### src/rtl/wbb_pkg.sv
// Package for the byte-lane bridge: control-state and region encodings.
// Assumes nothing beyond being compiled before the bridge modules.
package wbb_pkg;

    typedef enum logic [1:0] {
        ST_IDLE  = 2'd0,
        ST_ISSUE = 2'd1,
        ST_ACK   = 2'd2,
        ST_HOLD  = 2'd3
    } wbb_state_e;

    typedef enum logic [1:0] {
        RG_REGS = 2'd0,
        RG_DBG0 = 2'd1,
        RG_DBG1 = 2'd2,
        RG_NONE = 2'd3
    } wbb_region_e;

endpackage

### src/rtl/wbb_in_sampler.sv
// Input sampling stage: registers every bus input before any decode.
// Assumes a synchronous active-low reset; adds one cycle of latency.
module wbb_in_sampler #(
    parameter int ADDR_W = 5,
    parameter int DATA_W = 32,
    parameter int SEL_W  = DATA_W / 8
) (
    input  logic              clk,
    input  logic              rst_n,
    input  logic              cyc_i,
    input  logic              stb_i,
    input  logic              we_i,
    input  logic [ADDR_W-1:0] adr_i,
    input  logic [SEL_W-1:0]  sel_i,
    input  logic [DATA_W-1:0] dat_i,
    output logic              req_o,
    output logic              we_o,
    output logic [ADDR_W-1:0] adr_o,
    output logic [SEL_W-1:0]  sel_o,
    output logic [DATA_W-1:0] dat_o
);

    // Capture the bus inputs each clock; a request needs cycle and strobe together.
    always_ff @(posedge clk) begin
        if (!rst_n) begin
            req_o <= 1'b0;
            we_o  <= 1'b0;
            adr_o <= '0;
            sel_o <= '0;
            dat_o <= '0;
        end else begin
            req_o <= cyc_i & stb_i;
            we_o  <= we_i;
            adr_o <= adr_i;
            sel_o <= sel_i;
            dat_o <= dat_i;
        end
    end

endmodule

### src/rtl/wbb_lane_decode.sv
// Select decoder: finds the active lane, checks one-hotness and maps the
// lane to a byte offset under a static endianness choice.
// Assumes SEL_W is a power of two.
module wbb_lane_decode #(
    parameter int SEL_W      = 4,
    parameter bit BIG_ENDIAN = 1'b1,
    localparam int LANE_W    = $clog2(SEL_W)
) (
    input  logic [SEL_W-1:0]  sel_i,
    output logic              single_o,
    output logic [LANE_W-1:0] lane_o,
    output logic [LANE_W-1:0] offset_o
);

    // Priority encoder over the select bits; lowest set bit wins.
    always_comb begin
        lane_o = '0;
        for (int i = SEL_W - 1; i >= 0; i--) begin
            if (sel_i[i]) lane_o = LANE_W'(i);
        end
    end

    // A register access needs exactly one active select bit.
    always_comb begin
        single_o = ($countones(sel_i) == 1);
    end

    // Lane-to-offset mapping chosen at elaboration by the endianness parameter.
    generate
        if (BIG_ENDIAN) begin : g_big
            assign offset_o = LANE_W'(SEL_W - 1) - lane_o;
        end else begin : g_little
            assign offset_o = lane_o;
        end
    endgenerate

endmodule

### src/rtl/wbb_rdata_steer.sv
// Read-data steering: places one byte on a chosen lane of the bus word and
// drives every other lane to zero. Purely combinational.
module wbb_rdata_steer #(
    parameter int DATA_W  = 32,
    localparam int SEL_W  = DATA_W / 8,
    localparam int LANE_W = $clog2(SEL_W)
) (
    input  logic [7:0]        byte_i,
    input  logic [LANE_W-1:0] lane_i,
    output logic [DATA_W-1:0] word_o
);

    // One multiplexer per lane: the byte or zero.
    generate
        for (genvar g = 0; g < SEL_W; g++) begin : g_lane
            assign word_o[g*8 +: 8] = (lane_i == LANE_W'(g)) ? byte_i : 8'h00;
        end
    endgenerate

endmodule

### src/rtl/wbb_ctrl.sv
// Transfer controller: decodes the sampled request into a region, issues the
// single-cycle register strobe, captures read data and drives the acknowledge.
// Assumes sampled inputs; REG_WORDS is a power of two, at least 2.
module wbb_ctrl
    import wbb_pkg::*;
#(
    parameter int ADDR_W    = 5,
    parameter int DATA_W    = 32,
    parameter int REG_WORDS = 2,
    localparam int SEL_W    = DATA_W / 8,
    localparam int LANE_W   = $clog2(SEL_W),
    localparam int WORD_AW  = ADDR_W - LANE_W,
    localparam int RWORD_W  = $clog2(REG_WORDS),
    localparam int RF_AW    = RWORD_W + LANE_W
) (
    input  logic              clk,
    input  logic              rst_n,
    input  logic              req_i,
    input  logic              we_i,
    input  logic [ADDR_W-1:0] adr_i,
    input  logic [DATA_W-1:0] dat_i,
    input  logic              single_i,
    input  logic [LANE_W-1:0] lane_i,
    input  logic [LANE_W-1:0] offset_i,
    input  logic [DATA_W-1:0] steered_i,
    input  logic [DATA_W-1:0] dbg0_i,
    input  logic [DATA_W-1:0] dbg1_i,
    output logic [LANE_W-1:0] lane_q_o,
    output logic [RF_AW-1:0]  rf_addr_o,
    output logic [7:0]        rf_wdat_o,
    output logic              rf_we_o,
    output logic              rf_re_o,
    output logic [DATA_W-1:0] dat_o,
    output logic              ack_o
);

    wbb_state_e         state_q;
    wbb_region_e        region_d, region_q;
    logic               we_q;
    logic               single_q;
    logic [WORD_AW-1:0] word_idx;

    assign word_idx = adr_i[ADDR_W-1:LANE_W];

    // Region decode of the sampled word index.
    always_comb begin
        if (word_idx < WORD_AW'(REG_WORDS))          region_d = RG_REGS;
        else if (word_idx == WORD_AW'(REG_WORDS))    region_d = RG_DBG0;
        else if (word_idx == WORD_AW'(REG_WORDS + 1)) region_d = RG_DBG1;
        else                                          region_d = RG_NONE;
    end

    // Sequencer: accept, strobe, acknowledge, then wait for strobe release.
    always_ff @(posedge clk) begin
        if (!rst_n) begin
            state_q   <= ST_IDLE;
            region_q  <= RG_NONE;
            we_q      <= 1'b0;
            single_q  <= 1'b0;
            lane_q_o  <= '0;
            rf_addr_o <= '0;
            rf_wdat_o <= '0;
            rf_we_o   <= 1'b0;
            rf_re_o   <= 1'b0;
            dat_o     <= '0;
            ack_o     <= 1'b0;
        end else begin
            rf_we_o <= 1'b0;
            rf_re_o <= 1'b0;
            ack_o   <= 1'b0;
            unique case (state_q)
                ST_IDLE: begin
                    if (req_i) begin
                        state_q   <= ST_ISSUE;
                        region_q  <= region_d;
                        we_q      <= we_i;
                        single_q  <= single_i;
                        lane_q_o  <= lane_i;
                        rf_addr_o <= {word_idx[RWORD_W-1:0], offset_i};
                        rf_wdat_o <= dat_i[lane_i*8 +: 8];
                        rf_we_o   <= we_i & single_i & (region_d == RG_REGS);
                        rf_re_o   <= ~we_i & single_i & (region_d == RG_REGS);
                    end
                end
                ST_ISSUE: begin
                    state_q <= ST_ACK;
                    ack_o   <= 1'b1;
                    if (we_q) begin
                        dat_o <= '0;
                    end else begin
                        unique case (region_q)
                            RG_REGS: dat_o <= single_q ? steered_i : '0;
                            RG_DBG0: dat_o <= dbg0_i;
                            RG_DBG1: dat_o <= dbg1_i;
                            default: dat_o <= '0;
                        endcase
                    end
                end
                ST_ACK: begin
                    state_q <= ST_HOLD;
                end
                ST_HOLD: begin
                    if (!req_i) state_q <= ST_IDLE;
                end
                default: state_q <= ST_IDLE;
            endcase
        end
    end

endmodule

### src/rtl/wb_byte_bridge.sv
// Top of the byte-lane bridge: 32-bit Wishbone slave in front of an 8-bit
// register file plus two read-only debug words.
// Assumes the register file returns rf_rdat_i combinationally from rf_addr_o.
module wb_byte_bridge #(
    parameter int ADDR_W     = 5,
    parameter int DATA_W     = 32,
    parameter int REG_WORDS  = 2,
    parameter bit BIG_ENDIAN = 1'b1,
    localparam int SEL_W     = DATA_W / 8,
    localparam int LANE_W    = $clog2(SEL_W),
    localparam int RF_AW     = $clog2(REG_WORDS) + LANE_W
) (
    input  logic              clk,
    input  logic              rst_n,
    input  logic              wb_cyc_i,
    input  logic              wb_stb_i,
    input  logic              wb_we_i,
    input  logic [ADDR_W-1:0] wb_adr_i,
    input  logic [SEL_W-1:0]  wb_sel_i,
    input  logic [DATA_W-1:0] wb_dat_i,
    output logic [DATA_W-1:0] wb_dat_o,
    output logic              wb_ack_o,
    input  logic [DATA_W-1:0] dbg_word0_i,
    input  logic [DATA_W-1:0] dbg_word1_i,
    output logic [RF_AW-1:0]  rf_addr_o,
    output logic [7:0]        rf_wdat_o,
    output logic              rf_we_o,
    output logic              rf_re_o,
    input  logic [7:0]        rf_rdat_i
);

    logic              s_req, s_we;
    logic [ADDR_W-1:0] s_adr;
    logic [SEL_W-1:0]  s_sel;
    logic [DATA_W-1:0] s_dat;
    logic              single;
    logic [LANE_W-1:0] lane, offset, lane_q;
    logic [DATA_W-1:0] steered;

    wbb_in_sampler #(.ADDR_W(ADDR_W), .DATA_W(DATA_W), .SEL_W(SEL_W)) u_sampler (
        .clk(clk), .rst_n(rst_n),
        .cyc_i(wb_cyc_i), .stb_i(wb_stb_i), .we_i(wb_we_i),
        .adr_i(wb_adr_i), .sel_i(wb_sel_i), .dat_i(wb_dat_i),
        .req_o(s_req), .we_o(s_we), .adr_o(s_adr), .sel_o(s_sel), .dat_o(s_dat)
    );

    wbb_lane_decode #(.SEL_W(SEL_W), .BIG_ENDIAN(BIG_ENDIAN)) u_lane (
        .sel_i(s_sel), .single_o(single), .lane_o(lane), .offset_o(offset)
    );

    wbb_rdata_steer #(.DATA_W(DATA_W)) u_steer (
        .byte_i(rf_rdat_i), .lane_i(lane_q), .word_o(steered)
    );

    wbb_ctrl #(.ADDR_W(ADDR_W), .DATA_W(DATA_W), .REG_WORDS(REG_WORDS)) u_ctrl (
        .clk(clk), .rst_n(rst_n),
        .req_i(s_req), .we_i(s_we), .adr_i(s_adr), .dat_i(s_dat),
        .single_i(single), .lane_i(lane), .offset_i(offset),
        .steered_i(steered), .dbg0_i(dbg_word0_i), .dbg1_i(dbg_word1_i),
        .lane_q_o(lane_q), .rf_addr_o(rf_addr_o), .rf_wdat_o(rf_wdat_o),
        .rf_we_o(rf_we_o), .rf_re_o(rf_re_o), .dat_o(wb_dat_o), .ack_o(wb_ack_o)
    );

endmodule

### config.mk
export PLATFORM = sky130hd
export DESIGN_NAME = wb_byte_bridge
export DESIGN_NICKNAME = d
export VERILOG_FILES = /design/src/rtl/wbb_pkg.sv /design/src/rtl/wbb_in_sampler.sv /design/src/rtl/wbb_lane_decode.sv /design/src/rtl/wbb_rdata_steer.sv /design/src/rtl/wbb_ctrl.sv /design/src/rtl/wb_byte_bridge.sv
export SDC_FILE = /design/constraint.sdc
export NUM_CORES = 1
export LEC_CHECK = 0
export ABC_CLOCK_PERIOD_IN_PS = 3200
export BUFFER_PORTS_ARGS = -buffer_cell sky130_fd_sc_hd__buf_2
export CORE_UTILIZATION = 49
export DETAILED_ROUTE_END_ITERATION = 12
export GPL_TIMING_DRIVEN = 0
export PLACE_DENSITY = 0.86
export SLEW_MARGIN = 20
export SYNTH_ARGS = -nofsm -noshare
export SYNTH_HDL_FRONTEND = slang
export SYNTH_SLANG_ARGS = --single-unit
### constraint.sdc
create_clock -name clk -period 3.2 [get_ports clk]
set_input_delay 0.16 -clock clk [delete_from_list [all_inputs] [get_ports clk]]
set_output_delay 0.16 -clock clk [all_outputs]
set_load 0.05 [all_outputs]
# == After elaboration in Yosys (flattened, before gate mapping) ==
# Cells that the tools add are included.
# word_totals
register_bits,97
latchBits,0
elab_cells,66
inputBits,118
mem_count,0
ramBits,0
rom_bits,0
# classes
div,0
reduce_logical,7
n_lt_le_gt_ge,1
mul,0
bitwise_logic,6
mux,18
n_shift,1
n_eq_ne,13
addsub,4
# ops
cell,n
32-bit case mux with 3 select lines,1
32-bit two-way mux,2
32-bit adder,1
32-bit by 2-bit equality test with 1-bit output (second input constant),1
8-bit two-way mux,4
32-bit by 6-bit variable part select with 8-bit output,1
2-bit two-way mux,8
2-bit equality test (second input constant),5
2-bit zero test,4
2-bit case mux with 4 select lines,1
2-bit by 1-bit equality test with 1-bit output (second input constant),3
3-bit by 2-bit equality test with 1-bit output (second input constant),2
1-bit bitwise AND,5
1-bit by 1-bit adder with 2-bit output,2
2-bit != test (second input constant),2
2-bit AND reduction,2
3-bit by 2-bit < comparator with 1-bit output (second input constant),1
3-bit AND reduction,1
1-bit two-way mux,2
2-bit subtractor (first input constant),1
1-bit inverter,1

# == Depth between registers and ports, before layout ==
# Gate-level depths: netlist of the first run.
# logic_depth
ltp_word,6
ltp_mapped,7
depth_no_buf,7

# == Hierarchy ==
# From an unflattened synthesis of the first run, not the netlist that was laid out.
# hier_totals
hier_cells,441
hier_area_um2,4570.6
# modules_own_cells
mod,cells_each,instances,area_each_um2
wbb_ctrl,298,1,2932.8
wbb_in_sampler,90,1,1203.7
wbb_rdata_steer,38,1,320.3
wbb_lane_decode,15,1,113.9

# == Worst setup path before layout of the first run ==
# No wires, ideal clock.
# synth_path
kind,reg2reg
startpoint,register u_sampler.sel_o[2]
endpoint,register u_ctrl.rf_re_o
arrival_ns,2.220
path_buffers,0
stages_incl_launch_ff,8
path_slack_ns,0.915
synth_period_minus_slack_ns,2.285
cell_sequence,dfxtp_1 -> inv_1 -> ha_1 -> ha_1 -> fa_1 -> or3b_2 -> or4_1 -> nor2_1
# synth_via
elab_chain_len,5
# synth_rtl
item,line_no,source
start: declaration,wbb_in_sampler.sv:19,"output logic [SEL_W-1:0] sel_o,"
start signal: assignment,wbb_in_sampler.sv:35,sel_o <= sel_i;
1-bit by 1-bit adder with 2-bit output (not written as such),wbb_lane_decode.sv:25,single_o = ($countones(sel_i) == 1);
32-bit adder (not written as such),wbb_lane_decode.sv:25,
32-bit by 2-bit equality test with 1-bit output,wbb_lane_decode.sv:25,
1-bit bitwise AND (2 in a row),wbb_ctrl.sv:82,rf_re_o <= ~we_i & single_i & (region_d == RG_REGS);
end signal: assignment,wbb_ctrl.sv:82,
end: declaration,wbb_ctrl.sv:32,"output logic rf_re_o,"
# Every way passes these cells.
# A chain may end at the register's enable or synchronous reset.

# == Worst setup path in the final report of the first run ==
# layout_path
startpoint,register u_sampler.sel_o[3]
endpoint,register u_ctrl.rf_re_o
# The elaborated chain is that of the path after synthesis.

==> results.txt, run 1 <==
beginning of the worst hold path - wb_we_i
first-pass GRT wire length - 18.20 mm
crit path to - u_ctrl.rf_re_o
chip width - 94.27 um
initial drt markers - 198
core box area - 8217 um^2
Worst Path Required - 3510 ps
drt drc - 0
top_reg_cell synth - dfxtp_1
DP HPWL - 8.817 mm
total number of vias - 4006
Unique masters post-synth - 44
final core utilization - 0.6757
crit start category - flop
WL per Instance - 16.16 um
IO Port Bufs - 161
# IOs - 164
Post-CTS Setup Inserts - 0
gr usage total - 0.2671
total negative slack - 0 ps
Yosys reg bits - 95
status - finished clean
reg-to-reg endpoint - u_ctrl.rf_re_o
Fin Hold WS - 8.258 ps
pwr/cell area - 481.7 nW/um^2
# rows - 33
area leader, netlist - dfxtp_1
Die ar. - 8886 um^2
CTS Buf Count - 9
gr ovfl total - 0
peak supply drop - 0.3050 mV
CTS tree - yes
number of setup violations in the final report - 0
synthesized area per cell - 9.701 um^2
CTS resizes - 0
largest net degree at the start of global routing - 19
post-route ant nets - 0
period utilisation layout - 0.7589
H-tree levels - 3
CP Class - flop to flop
top cell type's share of synthesized area - 0.4559
CTS max path bufs - 2
placed cell area - 5109 um^2
cell depth of the worst flop-to-flop path - 7
Fmax achieved - 0.4118 GHz
ys async rst share - 0
number of global-route vias before repair - 3922
clk sinks - 95
yosys warns - 0
unrepaired setup endpoints after global routing - no
Routability Congestion - 0.9389
syn_nets - 558
max cap viols - 0
ant diodes - 0
Post-synth EDFFs - 0
Worst Skew - 10.43 ps
design area - 5552 um^2
drt pass-1 iters - 5
Nets - 753
Clock transition at path regs - 100 ps
ranking of synthesized cells by area - dfxtp_1, and2_1, a221oi_1, nand2_1, a22o_1
Initial Util - 0.5077
synthesized instance count - 430
CP Launch Point - u_sampler.sel_o[3]
R2R Setup Slk - 770 ps
Hold WC Path Type - input port to flop
slew margin rel. - 0.4821
mapped cell area - 4172 um^2
share of cells above drive strength 1 - 0.3222
chip height - 94.27 um
Leak - 2.603 nW
total wire length - 11.88 mm
CTS root buf - clkbuf_8
Data arrival, critical path - 2740 ps
Clock Latency Late Sink - 360 ps
reg2reg start - u_sampler.sel_o[3]
maximum fanout along the worst path - 3
Via density - 5.450
Least-Margin Pin Slew - 774.9 ps
overall power - 2.674 mW
Hold Path Stages - 2
cts hold-fix bufs - 22
area grow syn2layout - 33.08%
most frequent cells in the layout - buf_2, dfxtp_1, and2_1
Slew Viols, Final - 0
Tmin final - 2428 ps
antenna violations before repair - 0
sequential fraction of the synthesis area - 0.4559
Final Hold Vio Count - 0
commonest non-fill, non-tap cell in the layout - buf_2
crit end category - flop
==> metal layers <==
layer  track usage  wire length [um]  vias up
li1              -                 -     1915
met1        0.3064              4711     1846
met2        0.4656              5809      209
met3       0.05663               956       36
met4        0.1321               398        0
met5             0                 0        -
==> cell families after synthesis <==
family | after synthesis | share of synthesized area
fa+ha+maj | 10 | 0.03179
buf+inv | 63 | 0.06389
mux | 10 | 0.02400
simple gates | 156 | 0.2289
flops | 95 | 0.4559
compound gates | 96 | 0.1956
==> worst max-delay path: stages, from the launching register on <==
cell	delay, ps
dfxtp_1	380
inv_1	60
ha_1	280
ha_1	210
fa_1	420
or3b_2	490
or4_1	450
nor2_1	100
==> power by group <==
part           internal, mW  total, mW  switching (mW)
sequential             1.24       1.27          0.0344
clock                 0.382      0.850           0.468
combinational         0.228      0.550           0.322
==> registers in the layout, indices dropped and copies added, names as in the netlist <==
register,cells
u_ctrl.we_q,1
u_ctrl.rf_we_o,1
u_ctrl.dat_o,32
u_ctrl.region_q,2
u_ctrl.rf_wdat_o,8
u_ctrl.ack_o,1
u_ctrl.rf_addr_o,3
u_ctrl.rf_re_o,1
u_ctrl.lane_q_o,2
u_ctrl.single_q,1
u_sampler.adr_o,3
u_sampler.req_o,1
u_sampler.sel_o,4
u_ctrl.state_q,2
u_sampler.dat_o,32
u_sampler.we_o,1
==> cell usage after synthesis, types with 6 or more instances <==
cell type and count:
a221oi_1 24, a22o_1 16, a32o_1 8, and2_1 44
and3b_1 16, buf_2 7, clkbuf_1 21, dfxtp_1 95
ha_1 9, inv_1 30, mux2i_1 10, nand2_1 41
nand3b_1 16, nor2_1 6, nor2b_1 11, o21ai_0 18
o221ai_1 8, o221ai_2 8, or3_1 8
==> through the flow <==
stage / setup WS, ps / instances
3_5_place_dp: 769.5 / 696
3_3_place_gp: 817.9 / 696
5_1_grt: 631.6 / 735
4_1_cts: 762.8 / 734
6_report: 771.5 / 735
2_1_floorplan: 915.0 / 430
==> worst min-delay path by stage <==
stage / to / slack (ps)
after floorplan: u_sampler.adr_o[2] / 290
after global placement: u_sampler.dat_o[23] / 370
after detailed placement: u_sampler.sel_o[1] / 370
after CTS: u_sampler.we_o / 1
after global routing: u_sampler.we_o / 6
final: u_sampler.we_o / 8
==> cell type report <==
class | instances | area, um^2
buffer | 33 | 153.9
clock inverter | 7 | 88.84
tap | 105 | 131.4
sequential | 95 | 1902
fill | 638 | 2665
inverter | 30 | 112.6
clock buffer | 9 | 123.9
timing repair buffer | 184 | 1036
multi-input combinational | 272 | 2003
Note: power is estimated with default switching activity, not from simulation.
==> run 2, diff against run 1 <==
- ABC_CLOCK_PERIOD_IN_PS: 3200 -> 2200
- CORE_UTILIZATION: 49 -> 44
- PLACE_DENSITY: 0.86 -> 0.82
- clock period: 3.2 -> 2.2 ns (I/O delays scaled with it)
==> run 2 against run 1 <==
Against the previous run:
- sequential power grew 46%
- highest routed layer unchanged
- critical path depth is the same
- via count grew 0.75%
==> results.txt, run 2 (same netlist as run 1, synthesis figures left out) <==
share of cells above drive strength 1 - 0.3303 (+0.008039)
Hold WC Path Type - input port to flop
crit end category - flop
number of global-route vias before repair - 4150 (+5.8%)
peak supply drop - 0.4138 mV (+36%)
worst path buffer plus inverter count - 1 (unchanged)
CTS tree - yes
Die ar. - 9874 um^2 (+11%)
area grow syn2layout - 39.11%
CP peak stage delay - 430 ps (-60 ps)
gr usage total - 0.2493 (-0.01777)
core box area - 9196 um^2 (+12%)
crit start category - flop
Data arrival, critical path - 2500 ps (-240 ps)
initial drt markers - 144 (-27%)
drt drc - 0 (unchanged)
period utilisation layout - 0.9977 (+0.2388)
Least-Margin Pin Slew - 771.3 ps (-3.574 ps)
IO Port Bufs - 161 (unchanged)
Fin Hold WS - 18.12 ps (+9.864 ps)
largest net degree at the start of global routing - 20 (+1)
CTS Buf Count - 9 (unchanged)
Fmax achieved - 0.4556 GHz (+11%)
drt pass-1 iters - 4 (-1)
Routability Congestion - 0.9476 (+0.93%)
CTS max path bufs - 2 (unchanged)
DP HPWL - 8.861 mm (+0.50%)
most frequent cells in the layout - buf_2, dfxtp_1, and2_1
unrepaired setup endpoints after global routing - yes
Via density - 5.297 (-2.8%)
placed cell area - 5127 um^2 (+0.37%)
ant diodes - 0 (unchanged)
total number of vias - 4036 (+0.75%)
total wire length - 12.44 mm (+4.7%)
Initial Util - 0.4536 (-0.05408)
chip width - 99.37 um (+5.4%)
Final Non-Filler Cells - 762 (+3.7%)
Slew Viols, Final - 0 (unchanged)
status - finished clean
gr ovfl total - 0 (unchanged)
# IOs - 164 (unchanged)
Post-Place Cells - 702 (+0.86%)
chip height - 99.37 um (+5.4%)
Worst Skew - 15.53 ps (+5.098 ps)
number of setup violations in the final report - 0 (unchanged)
Final Hold Vio Count - 0 (unchanged)
post-route ant nets - 0 (unchanged)
max cap viols - 0 (unchanged)
pwr/cell area - 663.0 nW/um^2 (+38%)
Leak - 2.693 nW (+3.5%)
Worst path top cell family by delay - simple AND/OR/NAND/NOR gates
first-pass GRT wire length - 19.40 mm (+6.6%)
design area - 5803 um^2 (+4.5%)
CP Class - flop to flop
CP max-delay cell - fa_1
WL per Instance - 16.32 um (+1.0%)
CTS root buf - clkbuf_8
Nets - 774 (+2.8%)
Clock transition at path regs - 100 ps (about the same)
Setup WS pre-CTS - -210.8 ps (-980.3 ps)
antenna violations before repair - 0 (unchanged)
slew margin rel. - 0.4844 (+0.002389)
Top Registers - u_ctrl.dat_o x32, u_sampler.dat_o x32, u_ctrl.rf_wdat_o x8
Critical Path, Cell by Cell - inv_2, ha_4, ha_4, fa_1, or3b_4, or4_4, nor2_1
# rows - 35 (+6.1%)
commonest non-fill, non-tap cell in the layout - buf_2
Clock Latency Late Sink - 370 ps (about the same)
most used cell, CP - ha_4
Tmin final - 2195 ps (-233.5 ps)
H-tree levels - 3 (unchanged)
Setup WS post-layout - 5.028 ps (-766.5 ps)
maximum fanout along the worst path - 2 (-1)
Worst Path Required - 2510 ps (-1000 ps)
clk sinks - 95 (unchanged)
[run 2: metrics by stage]
stage,util,power (mW),setup TNS [ps]
floorplan,-,2.388,-150.9
global placement,0.5576,2.621,-293.3
detailed placement,0.5576,2.658,-395.9
CTS,0.6310,3.852,0
global route,0.6310,4.012,-87.49
finish,0.6310,3.848,0
[run 2: timing repair]
| action | in CTS | in global routing |
|---|---|---|
| setup buffers | 2 | 0 |
| hold endpoints to repair | 41 | 0 |
| gates cloned | 0 | 0 |
| hold buffers | 42 | 0 |
| resized for setup | 8 | 0 |
| pin swaps | 3 | 0 |
| endpoints found under the setup margin | 2 | 2 |
[run 2: metal layers]
metal	share of wire	vias to the layer above	routed length [um]	global-route usage
met5	0	-	0	0
met4	0.021	0	261	0.09163
met3	0.058	23	724	0.03584
met2	0.51	192	6315	0.4738
met1	0.41	1861	5137	0.2809
li1	-	1960	-	-
[run 2: where the power goes]
part	internal (mW)	switching [mW]
sequential	1.80	0.0512
clock	0.451	0.698
combinational	0.364	0.480
total	2.62	1.23
[run 2: final timing paths]
kind / startpoint / to / slack, ps / cells past startpoint
worst max register to register: u_sampler.sel_o[3] / u_ctrl.rf_we_o / 5 / 7
worst min register to register: u_ctrl.dat_o[9] / u_ctrl.dat_o[9] / 460 / 2
worst min-delay path: rst_n / u_ctrl.ack_o / 20 / 3
worst max-delay path: u_sampler.sel_o[3] / u_ctrl.rf_we_o / 5 / 7
[run 2: worst min-delay path: cells and delay by family]
family | cells | cell delay [ps]
buffers and inverters | 2 | 140
AND/OR/NAND/NOR | 1 | 90
[run 2: area by class of cell]
type                    count  area, um^2
well taps                 111       138.9
clock buffers               9       123.9
clock inverters             7       76.32
fillers                   761        3393
multi-input cells         272        2047
plain buffers              33       153.9
flip-flops and latches     95        1909
repair buffers            205        1241
inverters                  30       112.6
